## src/rtl/cpc_pkg.sv

```systemverilog
package cpc_pkg;
  typedef enum logic [1:0] {
    PART_ONE  = 2'd0,
    PART_TWO  = 2'd1,
    PART_FOUR = 2'd2
  } part_mode_e;

  localparam int CTRL_W    = 3;
  localparam int BIT_GUARD = 0;
  localparam int BIT_REQ2  = 1;
  localparam int BIT_REQ4  = 2;
endpackage

```

## src/rtl/cpc_ctrl_reg.sv

```systemverilog
module cpc_ctrl_reg #(
  parameter int TID_W = 3
) (
  input  logic                      clk,
  input  logic                      rst_n,
  input  logic                      wr_en,
  input  logic [TID_W-1:0]          wr_tid,
  input  logic [cpc_pkg::CTRL_W-1:0] wr_data,
  input  logic                      consume,
  output logic [cpc_pkg::CTRL_W-1:0] ctrl_q
);
  import cpc_pkg::*;

  logic accept;
  assign accept = wr_en && (wr_tid == '0);

  always_ff @(posedge clk) begin
    if (!rst_n) begin
      ctrl_q <= '0;
    end else if (accept) begin
      ctrl_q <= wr_data;
    end else if (consume) begin
      ctrl_q[BIT_REQ2] <= 1'b0;
      ctrl_q[BIT_REQ4] <= 1'b0;
    end
  end
endmodule

```

## src/rtl/cpc_mode_fsm.sv

```systemverilog
module cpc_mode_fsm (
  input  logic                clk,
  input  logic                rst_n,
  input  logic                guard,
  input  logic                req_two,
  input  logic                req_four,
  input  logic                others_napping,
  output cpc_pkg::part_mode_e mode_q,
  output logic                consume
);
  import cpc_pkg::*;

  part_mode_e mode_d;
  logic       is_split;
  logic       merge_ok;
  logic       split_ok;

  assign is_split = (mode_q != PART_ONE);
  assign merge_ok = is_split && !guard && others_napping;
  assign split_ok = !is_split && guard && (req_two ^ req_four);
  assign consume  = req_two || req_four;

  always_comb begin
    mode_d = mode_q;
    if (merge_ok) begin
      mode_d = PART_ONE;
    end else if (split_ok) begin
      mode_d = req_two ? PART_TWO : PART_FOUR;
    end
  end

  always_ff @(posedge clk) begin
    if (!rst_n) begin
      mode_q <= PART_ONE;
    end else begin
      mode_q <= mode_d;
    end
  end
endmodule

```

## src/rtl/cpc_thread_map.sv

```systemverilog
module cpc_thread_map #(
  parameter int THREADS = 8,
  parameter int SC_W    = 2
) (
  input  cpc_pkg::part_mode_e       mode,
  output logic [THREADS*SC_W-1:0]   idx
);
  import cpc_pkg::*;

  localparam int HALF    = THREADS / 2;
  localparam int QUARTER = THREADS / 4;

  for (genvar t = 0; t < THREADS; t++) begin : g_thr
    localparam logic [SC_W-1:0] IDX_TWO  = SC_W'(t / HALF);
    localparam logic [SC_W-1:0] IDX_FOUR = SC_W'(t / QUARTER);
    always_comb begin
      case (mode)
        PART_TWO:  idx[t*SC_W +: SC_W] = IDX_TWO;
        PART_FOUR: idx[t*SC_W +: SC_W] = IDX_FOUR;
        default:   idx[t*SC_W +: SC_W] = '0;
      endcase
    end
  end
endmodule

```

## src/rtl/core_partition_ctrl.sv

```systemverilog
module core_partition_ctrl #(
  parameter int THREADS = 8,
  parameter int SC_W    = 2,
  localparam int TID_W  = $clog2(THREADS)
) (
  input  logic                      clk,
  input  logic                      rst_n,
  input  logic                      wr_en,
  input  logic [TID_W-1:0]          wr_tid,
  input  logic [2:0]                wr_data,
  input  logic [THREADS-1:0]        nap,
  output logic [2:0]                ctrl_rd,
  output logic                      mode_two,
  output logic                      mode_four,
  output logic [THREADS*SC_W-1:0]   subcore_idx
);
  import cpc_pkg::*;

  logic [CTRL_W-1:0] ctrl_q;
  logic              consume;
  logic              others_napping;
  part_mode_e        mode_q;

  assign others_napping = &nap[THREADS-1:1];

  cpc_ctrl_reg #(.TID_W(TID_W)) u_reg (
    .clk     (clk),
    .rst_n   (rst_n),
    .wr_en   (wr_en),
    .wr_tid  (wr_tid),
    .wr_data (wr_data),
    .consume (consume),
    .ctrl_q  (ctrl_q)
  );

  cpc_mode_fsm u_fsm (
    .clk            (clk),
    .rst_n          (rst_n),
    .guard          (ctrl_q[BIT_GUARD]),
    .req_two        (ctrl_q[BIT_REQ2]),
    .req_four       (ctrl_q[BIT_REQ4]),
    .others_napping (others_napping),
    .mode_q         (mode_q),
    .consume        (consume)
  );

  cpc_thread_map #(.THREADS(THREADS), .SC_W(SC_W)) u_map (
    .mode (mode_q),
    .idx  (subcore_idx)
  );

  assign ctrl_rd   = ctrl_q;
  assign mode_two  = (mode_q == PART_TWO);
  assign mode_four = (mode_q == PART_FOUR);
endmodule

```

## config.mk

```make
export PLATFORM = sky130hd
export DESIGN_NAME = core_partition_ctrl
export DESIGN_NICKNAME = d
export VERILOG_FILES = /design/src/rtl/cpc_pkg.sv /design/src/rtl/cpc_ctrl_reg.sv /design/src/rtl/cpc_mode_fsm.sv /design/src/rtl/cpc_thread_map.sv /design/src/rtl/core_partition_ctrl.sv
export SDC_FILE = /design/constraint.sdc
export NUM_CORES = 1
export LEC_CHECK = 0
export BUFFER_PORTS_ARGS = -buffer_cell sky130_fd_sc_hd__buf_2
export CAP_MARGIN = 20
export CELL_PAD_IN_SITES_DETAIL_PLACEMENT = 1
export CELL_PAD_IN_SITES_GLOBAL_PLACEMENT = 1
export CORE_ASPECT_RATIO = 1.25
export CORE_MARGIN = 1
export CORE_UTILIZATION = 23
export CTS_CLUSTER_SIZE = 12
export DETAILED_ROUTE_END_ITERATION = 10
export PLACE_DENSITY_LB_ADDON = 0.1
export SLEW_MARGIN = 25
export SYNTH_ARGS = -nofsm -noshare
export SYNTH_HDL_FRONTEND = slang
export SYNTH_SLANG_ARGS = --single-unit
```

## constraint.sdc

```tcl
create_clock -name clk -period 1.5 [get_ports clk]
set_input_delay 0.225 -clock clk [delete_from_list [all_inputs] [get_ports clk]]
set_output_delay 0.225 -clock clk [all_outputs]
set_load 0.02 [all_outputs]
```

* Word level (Yosys, flattened, before mapping) *
Index checks and enable logic that the tools add are counted.

storage, ports and cells
  bits in registers = 5
  input bits = 17
  output and inout bits = 21
  logic and storage cells = 26

cells by class
  eq/ne operators = 2
  mux-type cells = 6
  bitwise gates (word level) = 2
  reduce and logical (&&, ||, !) cells = 13

operator list
  kind                  count
  $pmux W2 S2           2
  $reduce_and A7 Y1     1
  $mux W2               3
  $logic_and A1 B1 Y1   5
  $reduce_bool A2 Y1    2
  $logic_not A3 Y1      1
  $eq A2 B1 Y1 const B  1
  $eq A2 B2 Y1 const B  1
  $logic_not A1 Y1      2
  $reduce_or A2 Y1      1
  $logic_or A1 B1 Y1    1
  $mux W1               1
  $not A1 Y1            1
  $xor A1 B1 Y1         1

* Longest topological paths before layout *
Gate-level depths: netlist (run 1).

  depth in word-level cells = 4
  mapped depth = 5
  depth with buffers taken out = 5

* Modules after synthesis *
A second synthesis (run 1) with hierarchy kept.

second synthesis, totals
  cell total of the unflattened synthesis = 49
  area, all modules = 430.4 sq um

by module, submodules not included
  module               instances  cells an instance  area each (sq um)  seq. area each (sq um)
  cpc_ctrl_reg         1          13                 143.9              60.1
  cpc_thread_map       1          19                 137.6              0.0
  cpc_mode_fsm         1          12                 118.9              40.0
  core_partition_ctrl  1          5                  30.0               0.0

* Worst setup path before layout (run 1) *
No wires, ideal clock.

  path type = register to register
  start point = reg u_fsm.mode_q[0]
  end point = reg u_fsm.mode_q[0]
  library setup time = 0.130 ns
  arrival time = 1.073 ns
  data required time = 1.370 ns
  path slack = 0.297 ns
  cell stages (with the launch flop) = 6
  buffers on the path = 0
  clock period less this slack = 1.203 ns
  cells stage by stage = dfxtp_1 inv_1 ha_1 nand2b_1 o41ai_1 nor2_1

on the way
  longest elaborated chain between the ends = 4
  elaborated cells on any way between the ends = 7
  those cells by class = reduce/logical: 7

RTL lines
  item                                                                      RTL line                                source
  from (decl)                                                               cpc_mode_fsm.sv:8                       output cpc_pkg::part_mode_e mode_q,
  from (signal assigned)                                                    cpc_mode_fsm.sv:36                      mode_q <= mode_d;
  $reduce_bool A2 Y1 *                                                      cpc_mode_fsm.sv:18                      assign is_split = (mode_q != PART_ONE);
  $logic_and A1 B1 Y1 / $logic_not A1 Y1 (equally long branches)            cpc_mode_fsm.sv:19, cpc_mode_fsm.sv:20
  $logic_and A1 B1 Y1 (on tied branches)                                    cpc_mode_fsm.sv:19, cpc_mode_fsm.sv:20
  $reduce_or A2 Y1 (no line) / $logic_and A1 B1 Y1 (equally long branches)  n/a

Every way passes the cells marked *; elsewhere a longest branch is shown, timed or not.
A chain may end at the register's enable or synchronous reset.

* Worst setup path after layout (run 1) *
  start point = reg u_fsm.mode_q[0]
  end point = out subcore_idx[12]

on the way
  longest elaborated chain between the ends = 2
  elaborated cells on any way between the ends = 3
  those cells by class = eq/ne: 2; mux: 1

RTL lines
  item                                                 RTL line                   source
  $eq A2 B2 Y1 / $eq A2 B1 Y1 (equally long branches)  cpc_thread_map.sv:17       case (mode)
  $pmux W2 S2 *                                        cpc_thread_map.sv:17
  to (decl)                                            core_partition_ctrl.sv:15  output logic [THREADS*SC_W-1:0] subcore_idx

Marked as above.

==> results of run 1 <==
## kinds of logic after synthesis
logic type | after synthesis | synth area share [%]
buffers and inverters | 22 | 34.3
DFF | 5 | 22.9
adders and majority gates | 4 | 11.4
muxes | 2 | 4.57
AOI/OAI and AO/OA | 4 | 7.14
other | 1 | 0.856
and+or+nand+nor | 14 | 18.9
## layer usage
metal / vias to the layer above / track usage (%) / part of all wire [%]
met4: 0 / 5.00 / 0
li1: 189 / - / -
met5: - / 0 / 0
met2: 21 / 12.5 / 56
met1: 167 / 9.43 / 36
met3: 0 / 2.65 / 8.3
## stage by stage
stage	power, uW	hold slack (ns)	worst slack, ns
after floorplan	180	0.360	0.297
after global placement	191	0.468	0.144
after detailed placement	192	0.473	0.150
after CTS	350	0.221	0.132
after global routing	369	0.228	0.0480
final	343	0.226	0.167
## where the power goes
group	internal [uW]	switching, uW
logic	22.1	30.2
registers	135	1.49
clock network	100	53.5
## layout by cell type, fill, tap and decap left out
| cell type | count |
|---|---|
| o41ai_1 | 1 |
| nor4b_2 | 1 |
| nand4_1 | 1 |
| buf_2 | 30 |
| nand2b_1 | 1 |
| a21boi_1 | 3 |
| clkbuf_4 | 3 |
| dfxtp_1 | 5 |
| mux2i_1 | 2 |
| nand3_1 | 3 |
| ha_1 | 4 |
| inv_1 | 4 |
| clkbuf_1 | 1 |
| nor2_1 | 2 |
| or4b_4 | 1 |
| nand2_1 | 5 |
| conb_1 | 6 |
## registers in the layout (all words and copies together) (netlist names)
register	count
u_fsm.mode_q	2
u_reg.ctrl_q	3
## final cells by class
type	count	area (um^2)	share of cell area, %
multi-input combinational	30	206	39.6
timing repair buffer	30	150	28.8
sequential	5	100	19.2
clock buffer	4	26.3	5.04
tap	19	23.8	4.56
inverter	4	15.0	2.88
## critical path: stages, from the launching register on
cell	delay (ns)
dfxtp_1	0.34
inv_1	0.07
ha_1	0.30
buf_2	0.16
## how the worst max path moves through the flow
stage	end	cells past startpoint
after detailed placement	u_fsm.mode_q[1]$_SDFFE_PP0P_	5
final	subcore_idx[12]	3
after CTS	u_fsm.mode_q[1]$_SDFFE_PP0P_	5
after global routing	u_fsm.mode_q[1]$_SDFFE_PP0P_	5
after floorplan	u_fsm.mode_q[0]$_SDFFE_PP0P_	5
after global placement	u_fsm.mode_q[0]$_SDFFE_PP0P_	5
==> metrics, run 1 <==
outcome finished clean; CTS tree built; Antenna diodes 0; EDFF count, synth 0; via count 377; most frequent cell after synthesis buf_4; gr usage total 8.24%; Hold Path Stages 3; total die area 2080 um^2; core area 1790 um^2; placed inst area 495 um^2; Max Clock Freq 0.750 GHz; Max-Cap Viols 0; Worst Setup End Kind primary output; largest net degree at the start of global routing 8; Worst IR Drop VDD 0.313 mV; RSZ-0062 raised after global routing no; Rows 17; FF+latch count, synth 5; final hold vios 0; grt ovf 0; share of cells above drive strength 1 47.9%; CTS hold repair buffers 0; Area contributors post-synth buf_4, dfxtp_1, ha_1, a21boi_1, mux2i_1; final setup violation count 0; post-route clock period utilization 88.8%; Final Max Tran Viols 0; TritonRoute pass-1 iters 1; Routed Wire Length 785 um; min-delay worst type in2reg; vias in the first global route 317; # Post-CTS Setup Buffers 0; CP Launch Point u_fsm.mode_q[0]$_SDFFE_PP0P_; chip width 41.0 um; R2R Path Start u_fsm.mode_q[0]$_SDFFE_PP0P_; drt via density 4.10; CTS root buffer clkbuf_4; crit path launch type flop; Die H 50.8 um; final cell count without fillers 92; GP Congestion 0.584; synth warn 0; Area growth syn-to-layout 19.1%; final core utilization 29.2%; Final Net Count 95; Synth top area share 30.9%; DR DRC count 0; synth cell count leaders buf_4, dfxtp_1, nand2_1; Num CTS Buffers 3; CTS clk-pin slew, worst paths 0.04 ns; synthesized cell area 438 um^2; Filler Cells Inserted 239; Port-buffer cells 30; post-synthesis sequential area ratio 22.9%; DR WL/cell 8.53 um; Cells after DPL 88; clk_lat worst skew 0.24 ns; reg2reg end u_fsm.mode_q[1]$_SDFFE_PP0P_; Worst Hold End u_reg.ctrl_q[2]$_SDFFE_PN0P_; antenna violations before repair 0; WP data required 1.27 ns; Synth async-reset ratio 0%; Worst Skew 0.00176 ns; # clock sinks 5; WS Path Type reg2out; first-pass GRT wire length 1190 um; Leakage 0.000291 uW; worst-case clock buffer depth 2; CP Data Arrival Time 1.11 ns; Sum Neg Setup Slack 0 ns; Hold Startpoint wr_data[2]; Post-CTS Resized 0; pwr dens 657 nW/um^2; dpl hpwl 707 um; count of cell types in the netlist 15; Avg Cell Area, Syn 8.42 um^2; R2R setup slack 0.18 ns; path depth of the worst reg2reg path 5; critical path fanouts, max 3; IO Pins 38; Post-DRT Antenna Nets 0; Synth Flop Type dfxtp_1; Synth area leader buf_4; Initial Util 24.5%; clock period minus worst slack 1.33 ns; H-tree depth 1; Post-Synthesis Cells 52; Starting DRT DRC Count 0; fin area 522 um^2
Note: power is estimated with default switching activity, not from simulation.
==> run 2, diff against run 1 <==
Settings changed: SYNTH_HIERARCHICAL set to 1.
==> run 2 against run 1 <==
  * Clock-buffer cell count is the same
  * Critical path depth up 1
  * Cell area rose by 6.0%
  * Worst hold slack worse by 0.0029 ns
  * Final cell count up 2.2%
  * Sequential share of layout area down 0.86 points
  * Clock power is 3% higher
  * First-iteration DRC count up 4
  * Highest routed layer is now met4
==> metrics, run 2 <==
path depth of the worst reg2reg path 4; CP Launch Point u_fsm/mode_q[0]$_SDFFE_PP0P_; worst path bufs/invs 3; R2R setup slack 0.22 ns; synth cell count leaders buf_4, inv_1, dfxtp_1; WS Path Type reg2out; Post-Synthesis Cells 49; Num CTS Buffers 3; Routed Wire Length 859 um; Port-buffer cells 30; CTS hold repair buffers 0; EDFF count, synth 0; met3 Use GR 6.64%; Die H 50.4 um; Leakage 0.000314 uW; antenna violations before repair 0; via count 386; worst-case clock buffer depth 2; critical path fanouts, max 7; count of cell types in the netlist 18; Hold WS 0.223 ns; Area contributors post-synth dfxtp_1, buf_4, ha_1, mux2i_1, nor4b_4; largest register by flop count u_reg/ctrl_q; pre-CTS setup slack 0.238 ns; Starting DRT DRC Count 4; RSZ-0062 raised after global routing no; # clock sinks 5; CTS tree built; Worst IR Drop VDD 0.343 mV; CP max stage delay 0.37 ns; Max Clock Freq 0.723 GHz; final hold vios 0; crit path launch type flop; Avg Cell Area, Syn 8.78 um^2; outcome finished clean; first-pass GRT wire length 1460 um; Crit path top cell by count inv_1; post-route clock period utilization 92.2%; crit path capture subcore_idx[12]; total die area 2050 um^2; cell count along the critical path 4; core area 1770 um^2; CP Data Arrival Time 1.16 ns; chip width 40.7 um; family with the most delay on the worst path flip-flops; Synth async-reset ratio 0%; GP Congestion 0.589; TritonRoute pass-1 iters 2; commonest cells after routing, fill and taps aside buf_2, inv_1, conb_1; Synth Flop Type dfxtp_1; Synth top area share 23.3%; IO Pins 38; Post-DRT Antenna Nets 0; Max-Cap Viols 0; gr usage total 10.9%; GR peak layer met2; CTS root buffer clkbuf_4; min-delay worst type in2reg; Final Max Tran Viols 0; crit-path cells inv_1, ha_1, inv_1, buf_2; Synth area leader dfxtp_1; Initial Util 24.4%; setup ws final 0.116 ns; max reg flops 3; drt via density 4.11; grt ovf 0; Area growth syn-to-layout 28.5%; post-synthesis sequential area ratio 23.3%; DR DRC count 0; Rows 17; synth warn 6; GR Util met2 17.2%; M1 GR Usage 10.1%; Largest regs u_reg/ctrl_q x3, u_fsm/mode_q x2; H-tree depth 1; reg2reg end u_fsm/mode_q[0]$_SDFFE_PP0P_; most frequent cell after synthesis buf_4; final setup violation count 0; share of cells above drive strength 1 48.0%; Worst Setup End Kind primary output; Slowest-stage cell, CP dfxtp_2; vias in the first global route 350; largest net degree at the start of global routing 9; pwr dens 633 nW/um^2; WP data required 1.27 ns; commonest non-fill, non-tap cell in the layout buf_2; Final Net Count 96; Antenna diodes 0; DR WL/cell 9.14 um; R2R Path Start u_reg/ctrl_q[1]$_SDFFE_PN0P_; dpl hpwl 707 um; clock period minus worst slack 1.38 ns; CTS clk-pin slew, worst paths 0.04 ns; synthesized cell area 430 um^2; FF+latch count, synth 5; Worst Skew 0.00220 ns; Sum Neg Setup Slack 0 ns; clk_lat worst skew 0.24 ns
[run 2: cell types whose count changed in the layout (fill, tap and decap cells not counted), moves of 2 or more]
| cell | delta |
|---|---|
| nand3_1 | -2 |
| a21boi_1 | -3 |
| nand3b_1 | +2 |
| inv_1 | +2 |
| o221a_1 | +2 |
[run 2: how the worst min path moves through the flow]
stage                                         to       start  depth (start not counted)  slack (ns)
floorplan           u_fsm/mode_q[0]$_SDFFE_PP0P_       rst_n                          1        0.37
CTS                 u_reg/ctrl_q[2]$_SDFFE_PN0P_  wr_data[2]                          3        0.22
finish              u_reg/ctrl_q[2]$_SDFFE_PN0P_  wr_data[2]                          3        0.22
global placement    u_reg/ctrl_q[1]$_SDFFE_PN0P_  wr_data[1]                          3        0.48
detailed placement  u_reg/ctrl_q[2]$_SDFFE_PN0P_  wr_data[2]                          3        0.48
global route        u_reg/ctrl_q[1]$_SDFFE_PN0P_  wr_data[1]                          3        0.24
[run 2: per-stage QoR]
step                area [um^2]  instances  utilization (%)  total power (uW)
CTS                         552         94             31.3               358
detailed placement          526         90             29.8               194
global route                553         94             31.3               375
floorplan                   449         54                -               179
finish                      553         94             31.3               350
global placement            526         90             29.8               193
[run 2: worst reg2reg max path: cells and delay by family, from the launching register on]
kind | cells | cell delay (ns)
flops | 1 | 0.37
fa+ha+maj | 1 | 0.30
compound gates | 1 | 0.22
simple gates | 1 | 0.20
buf+inv | 1 | 0.06
[run 2: kinds of logic (layout without fill, tap and decap cells)]
logic type / Yosys count / count (layout) / synth area share [%]
fa+ha+maj: 3 / 3 / 8.72
simple gates: 16 / 16 / 27.0
compound gates: 2 / 2 / 5.23
mux: 3 / 3 / 6.98
buf+inv: 19 / 40 / 27.9
flops: 5 / 5 / 23.3
other cells: 1 / 6 / 0.871
[run 2: report_power, final]
part / switching (uW) / internal [uW] / total [uW]
clock: 58.0 / 101 / 159
combinational: 31.7 / 22.8 / 54.5
sequential: 1.68 / 135 / 137
[run 2: repair_timing]
item | 4_1_cts | 5_1_grt
setup buffers | 0 | 0
resized for setup | 0 | 1
endpoints found under the setup margin | 0 | 2
[run 2: final cells by class]
class / instances / area, um^2
tap: 19 / 23.8
multi-input combinational: 30 / 229
clock buffer: 4 / 26.3
inverter: 6 / 22.5
fill: 226 / 1210
sequential: 5 / 101
timing repair buffer: 30 / 150
[run 2: metal layers]
metal / wire length, um / share of wire [%]
met4: 10 / 1.2
met2: 476 / 55
met3: 61 / 7.1
met1: 310 / 36
met5: 0 / 0
